==> config.mk <==
export PLATFORM = sky130hd
export DESIGN_NAME = paged_pc
export DESIGN_NICKNAME = d
export VERILOG_FILES = /design/src/rtl/pgpc_pkg.sv /design/src/rtl/pgpc_sel.sv /design/src/rtl/pgpc_ofs_ctr.sv /design/src/rtl/pgpc_page_ctr.sv /design/src/rtl/paged_pc.sv
export SDC_FILE = /design/constraint.sdc
export NUM_CORES = 1
export LEC_CHECK = 0
export CORE_MARGIN = 5
export CORE_UTILIZATION = 35
export DETAILED_ROUTE_END_ITERATION = 10
export PLACE_DENSITY = 0.8
export SLEW_MARGIN = 25
export SYNTH_ARGS = -nofsm -noshare
export SYNTH_HDL_FRONTEND = slang
export SYNTH_SLANG_ARGS = --single-unit
==> constraint.sdc <==
create_clock -name clk -period 1.6 [get_ports clk]
set_input_delay 0.16 -clock clk [delete_from_list [all_inputs] [get_ports clk]]
set_output_delay 0.16 -clock clk [all_outputs]
set_load 0.01 [all_outputs]
==> src/rtl/pgpc_pkg.sv <==
package pgpc_pkg;
  localparam int OFS_W  = 8;
  localparam int PAGE_W = 5;
  localparam int ADDR_W = OFS_W + PAGE_W;

  typedef enum logic [1:0] {
    PC_HOLD    = 2'd0,
    PC_SEQ     = 2'd1,
    PC_JUMP    = 2'd2,
    PC_RESTORE = 2'd3
  } pc_mode_e;

  // offset advance inside a page: carry out of the top bit is dropped
  function automatic logic [OFS_W-1:0] ofs_advance(input logic [OFS_W-1:0] ofs,
                                                   input logic two_byte);
    logic [OFS_W-1:0] inc;
    inc = two_byte ? OFS_W'(2) : OFS_W'(1);
    return ofs + inc;
  endfunction

  // page advance: wraps at the top page
  function automatic logic [PAGE_W-1:0] page_advance(input logic [PAGE_W-1:0] pg);
    return pg + PAGE_W'(1);
  endfunction
endpackage

==> src/rtl/pgpc_sel.sv <==
module pgpc_sel
  import pgpc_pkg::*;
(
  input  logic     load_en,
  input  logic     ret_en,
  input  logic     step_en,
  input  logic     page_adv,
  output pc_mode_e mode,
  output logic     do_load,
  output logic     do_ret,
  output logic     do_step,
  output logic     do_page
);
  always_comb begin
    if (load_en)                 mode = PC_JUMP;
    else if (ret_en)             mode = PC_RESTORE;
    else if (step_en | page_adv) mode = PC_SEQ;
    else                         mode = PC_HOLD;
  end

  assign do_load = (mode == PC_JUMP);
  assign do_ret  = (mode == PC_RESTORE);
  assign do_step = (mode == PC_SEQ) & step_en;
  assign do_page = (mode == PC_SEQ) & page_adv;
endmodule

==> src/rtl/pgpc_ofs_ctr.sv <==
module pgpc_ofs_ctr
  import pgpc_pkg::*;
(
  input  logic             clk,
  input  logic             rst_n,
  input  logic             do_load,
  input  logic             do_ret,
  input  logic             do_step,
  input  logic             two_byte,
  input  logic [OFS_W-1:0] load_ofs,
  input  logic [OFS_W-1:0] ret_ofs,
  output logic [OFS_W-1:0] ofs_q,
  output logic [OFS_W-1:0] ofs_next
);
  assign ofs_next = ofs_advance(ofs_q, two_byte);

  always_ff @(posedge clk or negedge rst_n) begin
    if (!rst_n)       ofs_q <= '0;
    else if (do_load) ofs_q <= load_ofs;
    else if (do_ret)  ofs_q <= ret_ofs;
    else if (do_step) ofs_q <= ofs_next;
  end
endmodule

==> src/rtl/pgpc_page_ctr.sv <==
module pgpc_page_ctr
  import pgpc_pkg::*;
(
  input  logic              clk,
  input  logic              rst_n,
  input  logic              do_load,
  input  logic              do_ret,
  input  logic              do_page,
  input  logic [PAGE_W-1:0] load_pg,
  input  logic [PAGE_W-1:0] ret_pg,
  output logic [PAGE_W-1:0] pg_q
);
  always_ff @(posedge clk or negedge rst_n) begin
    if (!rst_n)       pg_q <= '0;
    else if (do_load) pg_q <= load_pg;
    else if (do_ret)  pg_q <= ret_pg;
    else if (do_page) pg_q <= page_advance(pg_q);
  end
endmodule

==> src/rtl/paged_pc.sv <==
module paged_pc
  import pgpc_pkg::*;
(
  input  logic              clk,
  input  logic              rst_n,
  input  logic              step_en,
  input  logic              step_len,
  input  logic              page_adv,
  input  logic              load_en,
  input  logic [ADDR_W-1:0] load_addr,
  input  logic              ret_en,
  input  logic [ADDR_W-1:0] ret_addr,
  output logic [ADDR_W-1:0] fetch_addr,
  output logic [ADDR_W-1:0] next_addr
);
  pc_mode_e          ev_mode;
  logic              ev_load, ev_ret, ev_step, ev_page;
  logic [OFS_W-1:0]  ofs_q, ofs_next;
  logic [PAGE_W-1:0] pg_q;

  pgpc_sel u_sel (
    .load_en (load_en),  .ret_en  (ret_en),
    .step_en (step_en),  .page_adv(page_adv),
    .mode    (ev_mode),
    .do_load (ev_load),  .do_ret  (ev_ret),
    .do_step (ev_step),  .do_page (ev_page)
  );

  pgpc_ofs_ctr u_ofs (
    .clk     (clk),      .rst_n   (rst_n),
    .do_load (ev_load),  .do_ret  (ev_ret),
    .do_step (ev_step),  .two_byte(step_len),
    .load_ofs(load_addr[OFS_W-1:0]),
    .ret_ofs (ret_addr[OFS_W-1:0]),
    .ofs_q   (ofs_q),    .ofs_next(ofs_next)
  );

  pgpc_page_ctr u_page (
    .clk     (clk),      .rst_n   (rst_n),
    .do_load (ev_load),  .do_ret  (ev_ret),
    .do_page (ev_page),
    .load_pg (load_addr[ADDR_W-1:OFS_W]),
    .ret_pg  (ret_addr[ADDR_W-1:OFS_W]),
    .pg_q    (pg_q)
  );

  assign fetch_addr = {pg_q, ofs_q};
  assign next_addr  = {pg_q, ofs_next};
endmodule

==> reports/results.ini, run 1 <==
[status]
status = finished with violations
violations = negative setup slack

[yosys]
synth_most_common_cell = nand2_1
yosysWarnings = 0
ys_seq_area_share_pct = 29.2
synth_edf_count = 0
synthTopCellsByCount = 16 x nand2_1, 13 x dfrtp_1, 11 x a21oi_1, 9 x o21ai_0, 8 x buf_4
ys_top_cells_by_area = dfrtp_1 29%, buf_4 5.4%, nand2_1 5.4%, a21oi_1 4.9%, xnor2_1 4.7%
synth_fp_nets = 166
synth_cells = 129
netlist.top_cell.by_area = dfrtp_1
synth_top_area_share_pct = 29.2
synth_cell_types = 37
async_flop_share_pct = 100
yosys_most_used_dff = dfrtp_1
ys_ff_latch = 13
synth_area_sq_um = 1110
syn_area_per_cell_sq_um = 8.63

[global_route]
grt_util_all_layers_pct = 16.0
first_global_vias = 1331
grt_pass1_wl_um = 5620
grt_max_degree = 14
grt_antenna_before_repair = 0
grt_overflow = 0

[floorplanning]
ios = 59
dieHeight_um = 66.4
fp.dieArea_sq_um = 4410
coreArea_sq_um = 3050
start_util_pct = 36.5
placementRows = 20
die_x_um = 66.4

[route]
first_iter_violations = 122
wl_per_cell_um = 16.2
drt-pass1-iter-count = 4
drt-total-wl_um = 4200
routed-via-count = 1303
route.detailed.drc = 0
viasPerCell = 5.01
drtAntennaViolNets = 0

[cells_and_area]
stdcell_area_sq_um = 2060
diodes = 0
fill_cells = 241
multi_input_area_sq_um = 773
fin_cells = 260
layout.nets = 254
drive_above_1_share_pct = 34.3
area_growth_pct = 85.2
regArea_sq_um = 328

[cts]
clk_path_buf_depth = 2
cts-hold-fix-buffers = 0
clock_latency_ps = 270
htreeDepth = 1
cts_tree = yes
root_buffer = clkbuf_4
clk_pin_slew_ps = 90
cts_buffers = 3
clock_sinks = 13

[hold_path]
hp-class = in2async

[power]
clock_power_share_pct = 14.4
p_int_uw = 905
swShare_pct = 34.5
power_switching_uw = 477
p_leak_uw = 0.000945
peakVddDrop_mv = 0.438
powerDensity_nw_per_um2 = 670
sequentialPowerShare_pct = 30.7
combPwrFrac_pct = 55.0

[sta]
fin_setup_tns_ps = -2470
drv_slew = 0
setup-violations-final = 12
layout_setup_ws_ps = -409
rsz0062_at_grt = true
fin_crit_ps = 2010
fmax_ghz = 0.498
fin_crit_sh_pct = 126
max_slew_margin_pct = 59.5
tightest_slew_ps = 605
final_hold_viol_count = 0
fin_worst_skew_ps = 9.44

[worst_setup_path]
start_kind = flip-flop
critical_path_class = reg2out
max_stage_delay_ps = 410
crit_arrival_ps = 1850
cp_top_family = adder cells
cp_cell_sequence = ha_4 > inv_2 > fa_2 > nand3b_4 > buf_12 > xnor2_2 > buf_2
cp_slowest_cell = dfrtp_1
cp_data_required_time_ps = 1440
setup.worst_path.end_class = output port
cp_num_buf_inv = 3
crit_fanout = 3

[run]
maxCapViolCount = 0

[placement]
gp_congestion = 0.877
portBuffers = 58
place_inst = 242
placed_cell_area_sq_um = 1840
dp_hpwl_um = 2920

power by group through the flow:
stage | Combinational (uW) | Sequential, uW | Clock, uW
floorplan | 276 | 446 | 0
detailed placement | 661 | 428 | 0
finish | 759 | 423 | 199
global route | 816 | 431 | 221
global placement | 639 | 425 | 0
CTS | 645 | 423 | 206
metrics by stage:
stage | hold WS (ps) | utilization, % | setup WS (ps) | power [uW]
5_1_grt | 317 | 67.5 | -470 | 1470
3_5_place_dp | 571 | 60.2 | -810 | 1090
4_1_cts | 273 | 61.1 | -397 | 1270
3_3_place_gp | 561 | 60.2 | -761 | 1060
2_1_floorplan | -136 | - | -135 | 722
6_report | 260 | 67.5 | -409 | 1380
registers in the layout, summed over array words and instances (netlist names):
| name | count |
|---|---|
| u_ofs.ofs_q | 8 |
| u_page.pg_q | 5 |
placed cells by master, fill, tap and decap left out, drive strengths merged, types with 3 or more instances in the layout:
master          n
dfrtp          13
a22oi           4
clkbuf          3
mux2i           3
buf            44
nand2          16
nand4           4
nor2            9
o21ai           9
a21oi          11
clkdlybuf4s50  47
a2bb2oi         5
xnor2           6
inv             6
ha              3
layout make-up:
cell class | instances | share of cell area [%]
Sequential cell | 13 | 15.9
Multi-Input combinational cell | 98 | 37.5
Clock buffer | 3 | 1.09
Timing Repair Buffer | 95 | 41.5
Inverter | 6 | 1.09
Tap cell | 44 | 2.67
Clock inverter | 1 | 0.243
worst register-to-register path: cells and delay by family (launching register included):
family,cells,cell delay (ps)
xor gates and xnor gates,1,80
and+or+nand+nor,2,300
AOI/OAI and AO/OA,1,240
DFF,1,410
adders and majority gates,2,510
buffers and inverters,2,170
worst paths after layout:
kind	slack [ps]	end	from	cells after the start
hold / removal	260	u_ofs.ofs_q[4]$_DFFE_PN0P_	rst_n	1
setup reg to reg	-230	u_ofs.ofs_q[6]$_DFFE_PN0P_	u_ofs.ofs_q[0]$_DFFE_PN0P_	8
setup / recovery	-410	next_addr[4]	u_ofs.ofs_q[0]$_DFFE_PN0P_	7
hold reg to reg	590	u_page.pg_q[4]$_DFFE_PN0P_	u_page.pg_q[4]$_DFFE_PN0P_	1
min in group clk	440	u_page.pg_q[0]$_DFFE_PN0P_	load_addr[8]	3
max in group asynchronous	920	u_ofs.ofs_q[3]$_DFFE_PN0P_	rst_n	1
logic make-up after synthesis:
group | share of synthesized area, %
AOI/OAI and AO/OA | 25.4
and+or+nand+nor | 19.4
buffers and inverters | 10.9
DFF | 29.2
xor gates and xnor gates | 6.18
muxes | 3.71
adders and majority gates | 5.17
routing by layer:
metal / global-route usage [%] / vias up / wire, um
met2: 29.7 / 67 / 2250
li1: - / 633 / -
met1: 17.9 / 599 / 1590
met3: 3.40 / 4 / 330
met5: 0 / - / 0
met4: 5.08 / 0 / 30
repair_timing:
item                                   CTS  global route
resized for setup                       33            25
endpoints found under the hold margin    0             0
setup endpoints to repair               11            16
pin swaps                                7            10
setup buffers                            3            13
No activity file was read; power rests on OpenSTA's default activity.
==> run 2: changes to the inputs <==
--- a/config.mk
+++ b/config.mk
@@ -9,6 +9,7 @@
 export CORE_UTILIZATION = 35
 export DETAILED_ROUTE_END_ITERATION = 10
 export PLACE_DENSITY = 0.8
+export SKIP_LAST_GASP = 1
 export SLEW_MARGIN = 25
 export SYNTH_ARGS = -nofsm -noshare
 export SYNTH_HDL_FRONTEND = slang
==> run 2 against run 1 <==
The run still ends with negative setup slack left. Cell count unchanged. Maximum frequency down 2.4%. Utilization down 0.53 points. Flip-flop and latch count unchanged. Global-route usage unchanged. Die area unchanged. Critical path depth unchanged. Register-to-register slack worse by 50 ps. Power up 0.59%. Clock skew up 1.0 ps. Cell area down 0.79%. Setup slack worse by 49 ps.
==> reports/results.ini, run 2 (synthesis gave the netlist of run 1 again) <==
[worst_setup_path]
crit_fanout = 3  ; unchanged
worst_r2r_path_depth = 8  ; unchanged
r2r-start = u_ofs.ofs_q[0]$_DFFE_PN0P_  ; unchanged
start_kind = flip-flop  ; unchanged
critical_path_class = reg2out  ; unchanged
crit_arrival_ps = 1900  ; was 1850 ps
max_stage_delay_ps = 420  ; was 410 ps
setup.worst_path.end_class = output port  ; unchanged
r2r_end = u_ofs.ofs_q[6]$_DFFE_PN0P_  ; unchanged
ff2ff_setup_slack_ps = -280  ; was -230 ps
cp_data_required_time_ps = 1440  ; about the same
cp_cell_sequence = ha_4 > inv_2 > fa_2 > nand3b_4 > buf_12 > xnor2_2 > buf_2  ; unchanged
cp_slowest_cell = dfrtp_1  ; unchanged

[floorplanning]
die_x_um = 66.4  ; unchanged
ios = 59  ; unchanged
coreArea_sq_um = 3050  ; unchanged
placementRows = 20  ; unchanged
fp.dieArea_sq_um = 4410  ; unchanged
start_util_pct = 36.5  ; unchanged
dieHeight_um = 66.4  ; unchanged

[cts]
htreeDepth = 1  ; unchanged
clk_pin_slew_ps = 90  ; about the same
clock_sinks = 13  ; unchanged
cts-hold-fix-buffers = 0  ; unchanged
clock_latency_ps = 280  ; was 270 ps
root_buffer = clkbuf_4  ; unchanged
cts_buffers = 3  ; unchanged
clk_path_buf_depth = 2  ; unchanged
cts_tree = yes  ; unchanged

[sta]
fmax_ghz = 0.486  ; was 0.498 GHz
max_slew_margin_pct = 59.1  ; was 59.5%
fin_setup_tns_ps = -3070  ; was -2470 ps
fin_worst_skew_ps = 10.5  ; was 9.44 ps
tightest_slew_ps = 612  ; was 605 ps
layout_setup_ws_ps = -459  ; was -409 ps
fin_crit_ps = 2060  ; was 2010 ps
holdWs_ps = 255  ; was 260 ps
drv_slew = 0  ; unchanged
setup-violations-final = 15  ; was 12
final_hold_viol_count = 0  ; unchanged
rsz0062_at_grt = true  ; unchanged
fin_crit_sh_pct = 129  ; was 126%

[route]
wl_per_cell_um = 16.8  ; was 16.2 um
drtAntennaViolNets = 0  ; unchanged
drt-pass1-iter-count = 4  ; unchanged
route.detailed.drc = 0  ; unchanged
drt-total-wl_um = 4370  ; was 4200 um
routed-via-count = 1344  ; was 1303
viasPerCell = 5.17  ; was 5.01
first_iter_violations = 114  ; was 122

[cells_and_area]
final_util_pct = 67.0  ; was 67.5%
final_common_cell = clkdlybuf4s50_1  ; unchanged
top_register = u_ofs.ofs_q  ; unchanged
fin_cells = 260  ; unchanged
diodes = 0  ; unchanged
drive_above_1_share_pct = 33.3  ; was 34.3%
final_cell_mix = 49 x clkdlybuf4s50_1, 33 x buf_4, 15 x nand2_1  ; was 47 x clkdlybuf4s50_1, 33 x buf_4, 15 x nand2_1
layout.nets = 254  ; unchanged
largest_register_ffs = 8  ; unchanged
area_growth_pct = 83.7  ; was 85.2%
top_regs = u_ofs.ofs_q x8, u_page.pg_q x5  ; unchanged

[global_route]
first_global_vias = 1331  ; unchanged
grt_overflow = 0  ; unchanged
grt_antenna_before_repair = 0  ; unchanged
grt_util_all_layers_pct = 16.0  ; unchanged
grt_pass1_wl_um = 5620  ; unchanged
grt_max_degree = 14  ; unchanged

[hold_path]
hp-class = in2async  ; unchanged

[placement]
gp_congestion = 0.877  ; unchanged
dpl_worst_slack_ps = -810  ; unchanged
portBuffers = 58  ; unchanged
place_inst = 242  ; unchanged
dp_hpwl_um = 2920  ; unchanged

[power]
powerDensity_nw_per_um2 = 679  ; was 670 nW/um^2
peakVddDrop_mv = 0.426  ; was 0.438 mV
p_leak_uw = 0.000922  ; was 0.000945 uW

[status]
violations = negative setup slack  ; unchanged
status = finished with violations  ; unchanged

[run]
maxCapViolCount = 0  ; unchanged

==> run 2: final cells by class <==
| type | instances | area [sq um] |
|---|---|---|
| clock inverter | 1 | 5.00 |
| clock buffer | 3 | 22.5 |
| sequential | 13 | 328 |
| timing repair buffer | 95 | 851 |
| inverter | 6 | 22.5 |
| tap | 44 | 55.1 |
| fill | 246 | 1010 |
| multi-input combinational | 98 | 762 |
==> run 2: worst max-delay path, delay by kind of cell, from the launching register on <==
family                   cells  cell delay [ps]
XOR/XNOR                     1              140
adder cells (fa/ha/maj)      2              520
buffers and inverters        3              340
flip-flops                   1              420
AND/OR/NAND/NOR              1              200
==> run 2: timing repair <==
item / 4_1_cts / 5_1_grt
endpoints found under the setup margin: 11 / 16
resized for setup: 33 / 21
setup buffers: 3 / 13
pin swaps: 7 / 10
==> run 2: routing by layer <==
metal	up-vias	part of all wire (%)	GRT usage (%)
met5	-	0	0
met4	0	1.7	5.08
met3	7	8.2	3.40
met2	80	51	29.7
met1	621	39	17.9
li1	636	-	-
==> run 2: where the power goes <==
part / switching, uW / internal, uW / leakage [uW]
Combinational: 324 / 442 / 0.000748
Clock: 108 / 92.5 / 0.0000177
Sequential: 52.9 / 370 / 0.000156
Total: 485 / 905 / 0.000922
==> run 2: per-stage QoR <==
step	total power (uW)	cell area, sq um
floorplan	722	1130
global placement	1060	1840
detailed placement	1090	1840
CTS	1270	1860
global route	1470	2050
finish	1390	2050
==> run 2: how the worst max path moves through the flow <==
| stage | from | to | slack, ps | cells past startpoint |
|---|---|---|---|---|
| 6_report | u_ofs.ofs_q[0]$_DFFE_PN0P_ | next_addr[4] | -460 | 7 |
| 5_1_grt | u_ofs.ofs_q[0]$_DFFE_PN0P_ | next_addr[4] | -520 | 7 |
| 4_1_cts | u_ofs.ofs_q[0]$_DFFE_PN0P_ | next_addr[6] | -400 | 7 |
| 3_5_place_dp | step_len | next_addr[6] | -810 | 9 |
| 3_3_place_gp | step_len | next_addr[6] | -760 | 8 |
| 2_1_floorplan | u_ofs.ofs_q[0]$_DFFE_PN0P_ | u_ofs.ofs_q[1]$_DFFE_PN0P_ | -130 | 7 |
